--- config.mk ---
export PLATFORM = sky130hd
export DESIGN_NAME = estk_core
export DESIGN_NICKNAME = d
export VERILOG_FILES = /design/src/rtl/estk_pkg.sv /design/src/rtl/estk_regs.sv /design/src/rtl/estk_shift.sv /design/src/rtl/estk_mul.sv /design/src/rtl/estk_core.sv
export SDC_FILE = /design/constraint.sdc
export NUM_CORES = 2
export LEC_CHECK = 0
export ABC_CLOCK_PERIOD_IN_PS = 8100
export CAP_MARGIN = 10
export CORE_UTILIZATION = 56
export DETAILED_ROUTE_END_ITERATION = 7
export DONT_BUFFER_PORTS = 1
export GPL_TIMING_DRIVEN = 0
export PLACE_DENSITY = 0.81
export SYNTH_ARGS = -nofsm -noshare
export SYNTH_HDL_FRONTEND = slang
export SYNTH_SLANG_ARGS = --single-unit
--- constraint.sdc ---
create_clock -name clk -period 8.1 [get_ports clk]
set_clock_uncertainty 0.05 [all_clocks]
set_input_delay 0.81 -clock clk [delete_from_list [all_inputs] [get_ports clk]]
set_output_delay 0.81 -clock clk [all_outputs]
set_load 0.02 [all_outputs]
--- src/rtl/estk_pkg.sv ---
package estk_pkg;

  typedef enum logic [2:0] {
    OP_NOP  = 3'd0,
    OP_PUSH = 3'd1,
    OP_POP  = 3'd2,
    OP_ADD  = 3'd3,
    OP_SUB  = 3'd4,
    OP_MUL  = 3'd5,
    OP_SHL  = 3'd6,
    OP_SHR  = 3'd7
  } stk_op_e;

  typedef enum logic [1:0] {
    MS_IDLE = 2'd0,
    MS_LO   = 2'd1,
    MS_HI   = 2'd2
  } mul_st_e;

endpackage

--- src/rtl/estk_regs.sv ---
module estk_regs #(
  parameter int W = 32
) (
  input  logic         clk,
  input  logic         rst_n,
  input  logic         push_en,
  input  logic         pop_en,
  input  logic         fold_en,
  input  logic [W-1:0] push_val,
  input  logic [W-1:0] fold_val,
  output logic [W-1:0] a_q,
  output logic [W-1:0] b_q,
  output logic [W-1:0] c_q
);

  logic [W-1:0] a_d, b_d, c_d;
  logic         stk_en;

  assign stk_en = push_en | pop_en | fold_en;

  always_comb begin
    a_d = a_q;
    b_d = b_q;
    c_d = c_q;
    if (push_en) begin
      c_d = b_q;
      b_d = a_q;
      a_d = push_val;
    end else if (pop_en) begin
      a_d = b_q;
      b_d = c_q;
    end else if (fold_en) begin
      a_d = fold_val;
      b_d = c_q;
    end
  end

  always_ff @(posedge clk or negedge rst_n) begin
    if (!rst_n) begin
      a_q <= '0;
      b_q <= '0;
      c_q <= '0;
    end else if (stk_en) begin
      a_q <= a_d;
      b_q <= b_d;
      c_q <= c_d;
    end
  end


  push_move_chk: assert property (@(posedge clk) disable iff (!rst_n)
    push_en |=> (a_q == $past(push_val)) && (b_q == $past(a_q)) && (c_q == $past(b_q)));


  pop_move_chk: assert property (@(posedge clk) disable iff (!rst_n)
    pop_en |=> (a_q == $past(b_q)) && (b_q == $past(c_q)));


  fold_move_chk: assert property (@(posedge clk) disable iff (!rst_n)
    fold_en |=> (a_q == $past(fold_val)) && (b_q == $past(c_q)));

endmodule

--- src/rtl/estk_shift.sv ---
module estk_shift #(
  parameter int W = 32
) (
  input  logic         go_left,
  input  logic [W-1:0] val,
  input  logic [W-1:0] amt,
  output logic [W-1:0] res
);

  localparam int SW = $clog2(W);

  logic [W-1:0] lstage [0:SW];
  logic [W-1:0] rstage [0:SW];
  logic         too_far;

  assign lstage[0] = val;
  assign rstage[0] = val;
  assign too_far   = |amt[W-1:SW];

  for (genvar s = 0; s < SW; s++) begin : g_stage
    assign lstage[s+1] = amt[s] ? (lstage[s] << (1 << s)) : lstage[s];
    assign rstage[s+1] = amt[s] ? (rstage[s] >> (1 << s)) : rstage[s];
  end

  always_comb begin
    if (too_far)      res = '0;
    else if (go_left) res = lstage[SW];
    else              res = rstage[SW];
  end

endmodule

--- src/rtl/estk_mul.sv ---
module estk_mul
  import estk_pkg::*;
#(
  parameter int W = 32
) (
  input  logic         clk,
  input  logic         rst_n,
  input  logic         start,
  input  logic [W-1:0] opnd_a,
  input  logic [W-1:0] opnd_b,
  output logic         busy,
  output logic         wb,
  output logic [W-1:0] result
);

  localparam int HALF = W / 2;

  mul_st_e      st_q, st_d;
  logic [W-1:0] ma_q, mb_q, acc_q;
  logic [W-1:0] blo_ext, prod_lo;
  logic [HALF-1:0] prod_hi;
  logic         ld_ops, ld_acc;

  always_comb begin
    st_d = st_q;
    case (st_q)
      MS_IDLE: if (start) st_d = MS_LO;
      MS_LO:   st_d = MS_HI;
      MS_HI:   st_d = MS_IDLE;
      default: st_d = MS_IDLE;
    endcase
  end

  assign ld_ops  = start && (st_q == MS_IDLE);
  assign ld_acc  = (st_q == MS_LO);
  assign blo_ext = {{HALF{1'b0}}, mb_q[HALF-1:0]};
  assign prod_lo = ma_q * blo_ext;
  assign prod_hi = ma_q[HALF-1:0] * mb_q[W-1:HALF];
  assign result  = acc_q + {prod_hi, {HALF{1'b0}}};
  assign busy    = (st_q != MS_IDLE);
  assign wb      = (st_q == MS_HI);

  always_ff @(posedge clk or negedge rst_n) begin
    if (!rst_n) st_q <= MS_IDLE;
    else        st_q <= st_d;
  end

  always_ff @(posedge clk or negedge rst_n) begin
    if (!rst_n) begin
      ma_q <= '0;
      mb_q <= '0;
    end else if (ld_ops) begin
      ma_q <= opnd_a;
      mb_q <= opnd_b;
    end
  end

  always_ff @(posedge clk or negedge rst_n) begin
    if (!rst_n)      acc_q <= '0;
    else if (ld_acc) acc_q <= prod_lo;
  end


  mul_latency_chk: assert property (@(posedge clk) disable iff (!rst_n)
    ld_ops |=> busy ##1 wb ##1 !busy);


  mul_hold_chk: assert property (@(posedge clk) disable iff (!rst_n)
    (busy && !ld_acc) |=> $stable(ma_q) && $stable(mb_q));

endmodule

--- src/rtl/estk_core.sv ---
module estk_core
  import estk_pkg::*;
#(
  parameter int W = 32
) (
  input  logic         clk,
  input  logic         rst_n,
  input  logic         cmd_valid,
  input  logic [2:0]   cmd_op,
  input  logic [W-1:0] cmd_data,
  output logic [W-1:0] top_q,
  output logic [W-1:0] pop_q,
  output logic         busy,
  output logic         done
);

  logic         rst_m_q, rst_s_q;
  logic         accept;
  logic         push_en, pop_en, alu_en, mul_start, fold_en;
  logic         mul_busy, mul_wb;
  logic [W-1:0] a_q, b_q, c_q;
  logic [W-1:0] sum, diff, shres, mulres, fold_val;
  logic         done_d;
  stk_op_e      op;

  always_ff @(posedge clk or negedge rst_n) begin
    if (!rst_n) begin
      rst_m_q <= 1'b0;
      rst_s_q <= 1'b0;
    end else begin
      rst_m_q <= 1'b1;
      rst_s_q <= rst_m_q;
    end
  end

  assign op        = stk_op_e'(cmd_op);
  assign accept    = cmd_valid && !mul_busy;
  assign push_en   = accept && (op == OP_PUSH);
  assign pop_en    = accept && (op == OP_POP);
  assign alu_en    = accept && (op == OP_ADD || op == OP_SUB ||
                                op == OP_SHL || op == OP_SHR);
  assign mul_start = accept && (op == OP_MUL);
  assign fold_en   = alu_en || mul_wb;

  assign sum  = b_q + a_q;
  assign diff = b_q - a_q;

  estk_shift #(.W(W)) u_shift (
    .go_left (op == OP_SHL),
    .val     (b_q),
    .amt     (a_q),
    .res     (shres)
  );

  estk_mul #(.W(W)) u_mul (
    .clk    (clk),
    .rst_n  (rst_s_q),
    .start  (mul_start),
    .opnd_a (a_q),
    .opnd_b (b_q),
    .busy   (mul_busy),
    .wb     (mul_wb),
    .result (mulres)
  );

  always_comb begin
    if (mul_wb) fold_val = mulres;
    else begin
      case (op)
        OP_ADD:  fold_val = sum;
        OP_SUB:  fold_val = diff;
        default: fold_val = shres;
      endcase
    end
  end

  estk_regs #(.W(W)) u_regs (
    .clk      (clk),
    .rst_n    (rst_s_q),
    .push_en  (push_en),
    .pop_en   (pop_en),
    .fold_en  (fold_en),
    .push_val (cmd_data),
    .fold_val (fold_val),
    .a_q      (a_q),
    .b_q      (b_q),
    .c_q      (c_q)
  );

  assign done_d = push_en || pop_en || fold_en;

  always_ff @(posedge clk or negedge rst_s_q) begin
    if (!rst_s_q) done <= 1'b0;
    else          done <= done_d;
  end

  always_ff @(posedge clk or negedge rst_s_q) begin
    if (!rst_s_q)    pop_q <= '0;
    else if (pop_en) pop_q <= a_q;
  end

  assign top_q = a_q;
  assign busy  = mul_busy;


  pop_out_chk: assert property (@(posedge clk) disable iff (!rst_s_q)
    pop_en |=> (pop_q == $past(a_q)));


  busy_ignore_chk: assert property (@(posedge clk) disable iff (!rst_s_q)
    (busy && !mul_wb) |=> $stable(top_q) && $stable(pop_q));


  shift_far_chk: assert property (@(posedge clk) disable iff (!rst_s_q)
    (accept && (op == OP_SHL || op == OP_SHR) && (a_q >= W)) |=> (top_q == '0));


  nop_quiet_chk: assert property (@(posedge clk) disable iff (!rst_s_q)
    (accept && op == OP_NOP) |=> !done && $stable(top_q));


  done_busy_chk: assert property (@(posedge clk) disable iff (!rst_s_q)
    busy |-> !done);

endmodule

==> impl_results.html <==
<table>
<tr><th>Metric</th><th>Value</th></tr>
<tr><th colspan="2">Outcome</th></tr>
<tr><td>Result of the run</td><td>completed</td></tr>
<tr><th colspan="2">Critical path</th></tr>
<tr><td>Minimum setup slack among reg-to-reg paths</td><td>160 ps</td></tr>
<tr><td>Endpoint type of the worst setup path</td><td>register</td></tr>
<tr><td>Slowest cell delay on critical path</td><td>780 ps</td></tr>
<tr><td>Cell repeated most along the worst path</td><td>fa_1</td></tr>
<tr><td>Kind of cell adding the most delay to the critical path</td><td>adder cells</td></tr>
<tr><td>Peak fanout along the critical path</td><td>10</td></tr>
<tr><td>Arrival time worst endpoint</td><td>8270 ps</td></tr>
<tr><td>Cell chain of the critical path</td><td>clkbuf_1 -&gt; and2_1 -&gt; fa_1 -&gt; inv_1 -&gt; fa_1 -&gt; inv_1 -&gt; fa_1 -&gt; fa_1 -&gt; fa_1 -&gt; inv_1 -&gt; fa_1 -&gt; inv_1 -&gt; ha_1 -&gt; nand3_1 -&gt; a211o_1 -&gt; and4b_1 -&gt; xnor2_1 -&gt; ha_1 -&gt; nand2_1 -&gt; o31ai_1 -&gt; a21o_1 -&gt; a21oi_1 -&gt; nor4_2</td></tr>
<tr><td>Critical path type</td><td>reg2reg</td></tr>
<tr><td>Critical R2R Launch</td><td>u_mul.ma_q[7]</td></tr>
<tr><td>Buf/Inv on CP</td><td>5</td></tr>
<tr><td>Sort of element at the start of the critical path</td><td>register</td></tr>
<tr><td>Depth of the most critical reg-to-reg path</td><td>23</td></tr>
<tr><td>Reg2reg end</td><td>u_regs.a_q[31]</td></tr>
<tr><td>Critical Path Slowest Stage Cell</td><td>dfrtp_1</td></tr>
<tr><td>Required time worst endpoint</td><td>8430 ps</td></tr>
<tr><th colspan="2">Detailed routing</th></tr>
<tr><td>WL/cell</td><td>28.1 µm</td></tr>
<tr><td>Total Wirelength</td><td>124,000 µm</td></tr>
<tr><td>Routed via count</td><td>28.5k</td></tr>
<tr><td>Length of the first detailed-routing pass in iterations</td><td>8</td></tr>
<tr><td>Number of routed nets with antenna violations</td><td>0</td></tr>
<tr><td>Count of unresolved DRC violations after routing</td><td>0</td></tr>
<tr><td>Vias/cell</td><td>6.47</td></tr>
<tr><td>Number of DRC markers in iteration 0</td><td>3,815</td></tr>
<tr><th colspan="2">Worst hold path</th></tr>
<tr><td>Hold crit path type</td><td>reg2reg</td></tr>
<tr><td>HP Start</td><td>rst_m_q</td></tr>
<tr><td>Count of cells along the worst hold path</td><td>0</td></tr>
<tr><td>Endpoint of the worst hold-timing path</td><td>rst_s_q</td></tr>
<tr><th colspan="2">Logic synthesis</th></tr>
<tr><td>Most frequently used flop master after synthesis</td><td>dfrtp_1</td></tr>
<tr><td>Fraction of post-synthesis cell area in the top cell type by area</td><td>0.245</td></tr>
<tr><td>Post-synthesis instance area</td><td>31,500 µm²</td></tr>
<tr><td>Cell types with the highest counts after synthesis</td><td>nand2_1 (645), inv_1 (458), fa_1 (386)</td></tr>
<tr><td>Leading post-synthesis cells by cell area</td><td>fa_1 (25%), dfrtp_1 (18%), nand2_1 (7.7%)</td></tr>
<tr><td>Syn Inst Count</td><td>3,596</td></tr>
<tr><td>Synthesis-stage register bit count</td><td>229</td></tr>
<tr><td>Warnings from Yosys</td><td>0</td></tr>
<tr><td>Leading cell type by number of instances after synthesis</td><td>nand2_1</td></tr>
<tr><td>Post-synthesis cell type with the largest combined area</td><td>fa_1</td></tr>
<tr><td>Count of flip-flops with a built-in enable after synthesis</td><td>0</td></tr>
<tr><td>Sequential cell area fraction in the yosys report</td><td>0.182</td></tr>
<tr><td>Net Count, Synth</td><td>4,183</td></tr>
<tr><td>Average size of a mapped cell</td><td>8.76 µm²</td></tr>
<tr><td>Count of unique library cells instantiated by Yosys</td><td>84</td></tr>
<tr><td>Share of async-settable or async-resettable flops after synthesis</td><td>1.00</td></tr>
<tr><th colspan="2">Power and ir drop</th></tr>
<tr><td>Leakage</td><td>15.2 nW</td></tr>
<tr><td>Total power</td><td>15.4 mW</td></tr>
<tr><td>Maximum resistive drop on vdd</td><td>396 µV</td></tr>
<tr><td>Pwr dens</td><td>459 nW/µm²</td></tr>
<tr><th colspan="2">Timing</th></tr>
<tr><td>Final Max Tran Viols</td><td>0</td></tr>
<tr><td>Maximum clock frequency</td><td>126 MHz</td></tr>
<tr><td>Final number of hold-violating endpoints</td><td>0</td></tr>
<tr><td>Total negative slack for setup checks</td><td>0 ps</td></tr>
<tr><td>Unrepaired setup endpoints after global routing</td><td>no</td></tr>
<tr><td>Crit path setup slack, layout</td><td>160 ps</td></tr>
<tr><td>Final clock period utilization by the worst path</td><td>0.980</td></tr>
<tr><td>Max-slew headroom</td><td>0.102</td></tr>
<tr><td>Finish-stage setup viols</td><td>0</td></tr>
<tr><td>Clock period minus worst slack</td><td>7940 ps</td></tr>
<tr><td>Worst Tran Pin Value</td><td>1340 ps</td></tr>
<tr><th colspan="2">Die</th></tr>
<tr><td>Height of the chip</td><td>239 µm</td></tr>
<tr><td>Die area</td><td>57,200 µm²</td></tr>
<tr><td>Starting density of the core</td><td>0.570</td></tr>
<tr><td>Top Ports</td><td>104</td></tr>
<tr><td>Core outline area</td><td>55,300 µm²</td></tr>
<tr><td>Cell Rows</td><td>86</td></tr>
<tr><td>Width of the die</td><td>239 µm</td></tr>
<tr><th colspan="2">GRT</th></tr>
<tr><td>Antenna violations before repair</td><td>15</td></tr>
<tr><td>Wire length of the first global-routing pass</td><td>182,000 µm</td></tr>
<tr><td>Number of global-route vias before repair</td><td>28.2k</td></tr>
<tr><td>Pin count of the biggest net entering global routing</td><td>64</td></tr>
<tr><td>Overflow after GRT</td><td>0</td></tr>
<tr><td>Overall routing resource usage</td><td>0.438</td></tr>
<tr><th colspan="2">Placed design</th></tr>
<tr><td>Total placed cells including tap cells</td><td>4,347</td></tr>
<tr><td>Placed wire-length estimate after detailed placement</td><td>96,600 µm</td></tr>
<tr><td>Pre-CTS setup slack</td><td>229 ps</td></tr>
<tr><td>GP Congestion</td><td>1.11</td></tr>
<tr><td>Number of buffers inserted by port buffering</td><td>0</td></tr>
<tr><th colspan="2">Clocking</th></tr>
<tr><td>CTS clock-pin slew for the worst setup and hold paths</td><td>70 ps</td></tr>
<tr><td>TritonCTS clock tree</td><td>yes</td></tr>
<tr><td>CTS root buf</td><td>clkbuf_16</td></tr>
<tr><td>Number of H-tree branching levels</td><td>1</td></tr>
<tr><td>Clock Sinks</td><td>229</td></tr>
<tr><td>Number of clock buffers inserted by TritonCTS</td><td>26</td></tr>
<tr><td>Insertion delay to the later sink of the worst-skew pair</td><td>570 ps</td></tr>
<tr><td>Number of buffers between clock root and the deepest sink</td><td>3</td></tr>
<tr><th colspan="2">Cells and area</th></tr>
<tr><td>Share of post-route cells with drive strength above 1</td><td>0.0661</td></tr>
<tr><td>Synth-to-Final Area Change</td><td>6.26%</td></tr>
<tr><td>Nets@finish</td><td>4,214</td></tr>
<tr><td>Number of standard cells in the layout, taps in and fillers out</td><td>4,403</td></tr>
<tr><th colspan="2">Job</th></tr>
<tr><td>Maximum capacitance violations</td><td>0</td></tr>
</table>
==> layout by cell type (no fill, tap or decap), drive strengths merged, types with 35 or more instances in the layout <==
master,n
xor2,51
o21ai,144
dfrtp,229
a21oi,123
xnor2,106
ha,163
nor2,154
a21o,37
inv,460
fa,386
nand2,646
and2,264
nor3,37
clkbuf,240
buf,55
mux4,65
mux2,71
a31oi,47
mux2i,35
==> registers in the layout, summed over array words and instances, names as in the netlist <==
signal / count
done: 1
pop_q: 32
rst_m_q: 1
rst_s_q: 1
u_mul.acc_q: 32
u_mul.ma_q: 32
u_mul.mb_q: 32
u_mul.st_q: 2
u_regs.a_q: 32
u_regs.b_q: 32
u_regs.c_q: 32
==> layout make-up <==
cell class	instances	area, µm²
fillers	4822	21800
plain buffers	261	1120
diodes	9	22.5
repair buffers	4	92.6
clock inverters	16	228
flip-flops and latches	229	5730
multi-input cells	2647	22900
inverters	458	1720
clock buffers	31	679
well taps	748	936
==> how the worst max path moves through the flow <==
stage / depth (start not counted) / endpoint / from
after floorplan: 0 / done / rst_s_q
after global placement: 0 / pop_q[4] / rst_s_q
after detailed placement: 23 / u_mul.acc_q[28] / u_mul.mb_q[4]
after CTS: 23 / u_mul.acc_q[28] / u_mul.mb_q[4]
after global routing: 23 / u_regs.a_q[31] / u_mul.ma_q[7]
final: 23 / u_regs.a_q[31] / u_mul.ma_q[7]
==> cells by family after synthesis <==
| group | Yosys count | synth area share |
|---|---|---|
| XOR/XNOR | 158 | 0.0444 |
| multiplexers | 171 | 0.0837 |
| AO/OA/AOI/OAI | 559 | 0.114 |
| adder cells (fa/ha/maj) | 549 | 0.310 |
| buffers and inverters | 720 | 0.0897 |
| other | 1 | 0.000119 |
| flip-flops | 229 | 0.182 |
| AND/OR/NAND/NOR | 1209 | 0.177 |
==> layer usage <==
layer / vias to the layer above / global-route usage / part of all wire / routed length [µm]
met4: 20 / 0.218 / 0.060 / 7410
met1: 14049 / 0.579 / 0.37 / 45300
met3: 454 / 0.194 / 0.17 / 20500
li1: 11706 / - / - / -
met5: - / 0.0234 / 0.0024 / 293
met2: 2280 / 0.605 / 0.41 / 50200
==> through the flow <==
| step | cell area (µm²) | hold slack [ps] | util |
|---|---|---|---|
| floorplan | 31500 | 281 | - |
| detailed placement | 32500 | 298 | 0.588 |
| finish | 33500 | 304 | 0.605 |
| global placement | 32400 | 288 | 0.586 |
| global route | 33500 | 313 | 0.605 |
| CTS | 33400 | 311 | 0.605 |
==> repair_timing <==
item                       CTS  global route
setup buffers                0             0
hold endpoints to repair     2             0
setup endpoints to repair    0             6
hold buffers                 1             0
gates resized for setup      0            25
==> report_power, final <==
part	switching, mW	internal [mW]	total [mW]
registers	0.649	1.48	2.13
logic	7.45	4.50	12.0
clock network	0.549	0.735	1.28
total	8.65	6.72	15.4
Power figures use the tool's default switching activity.
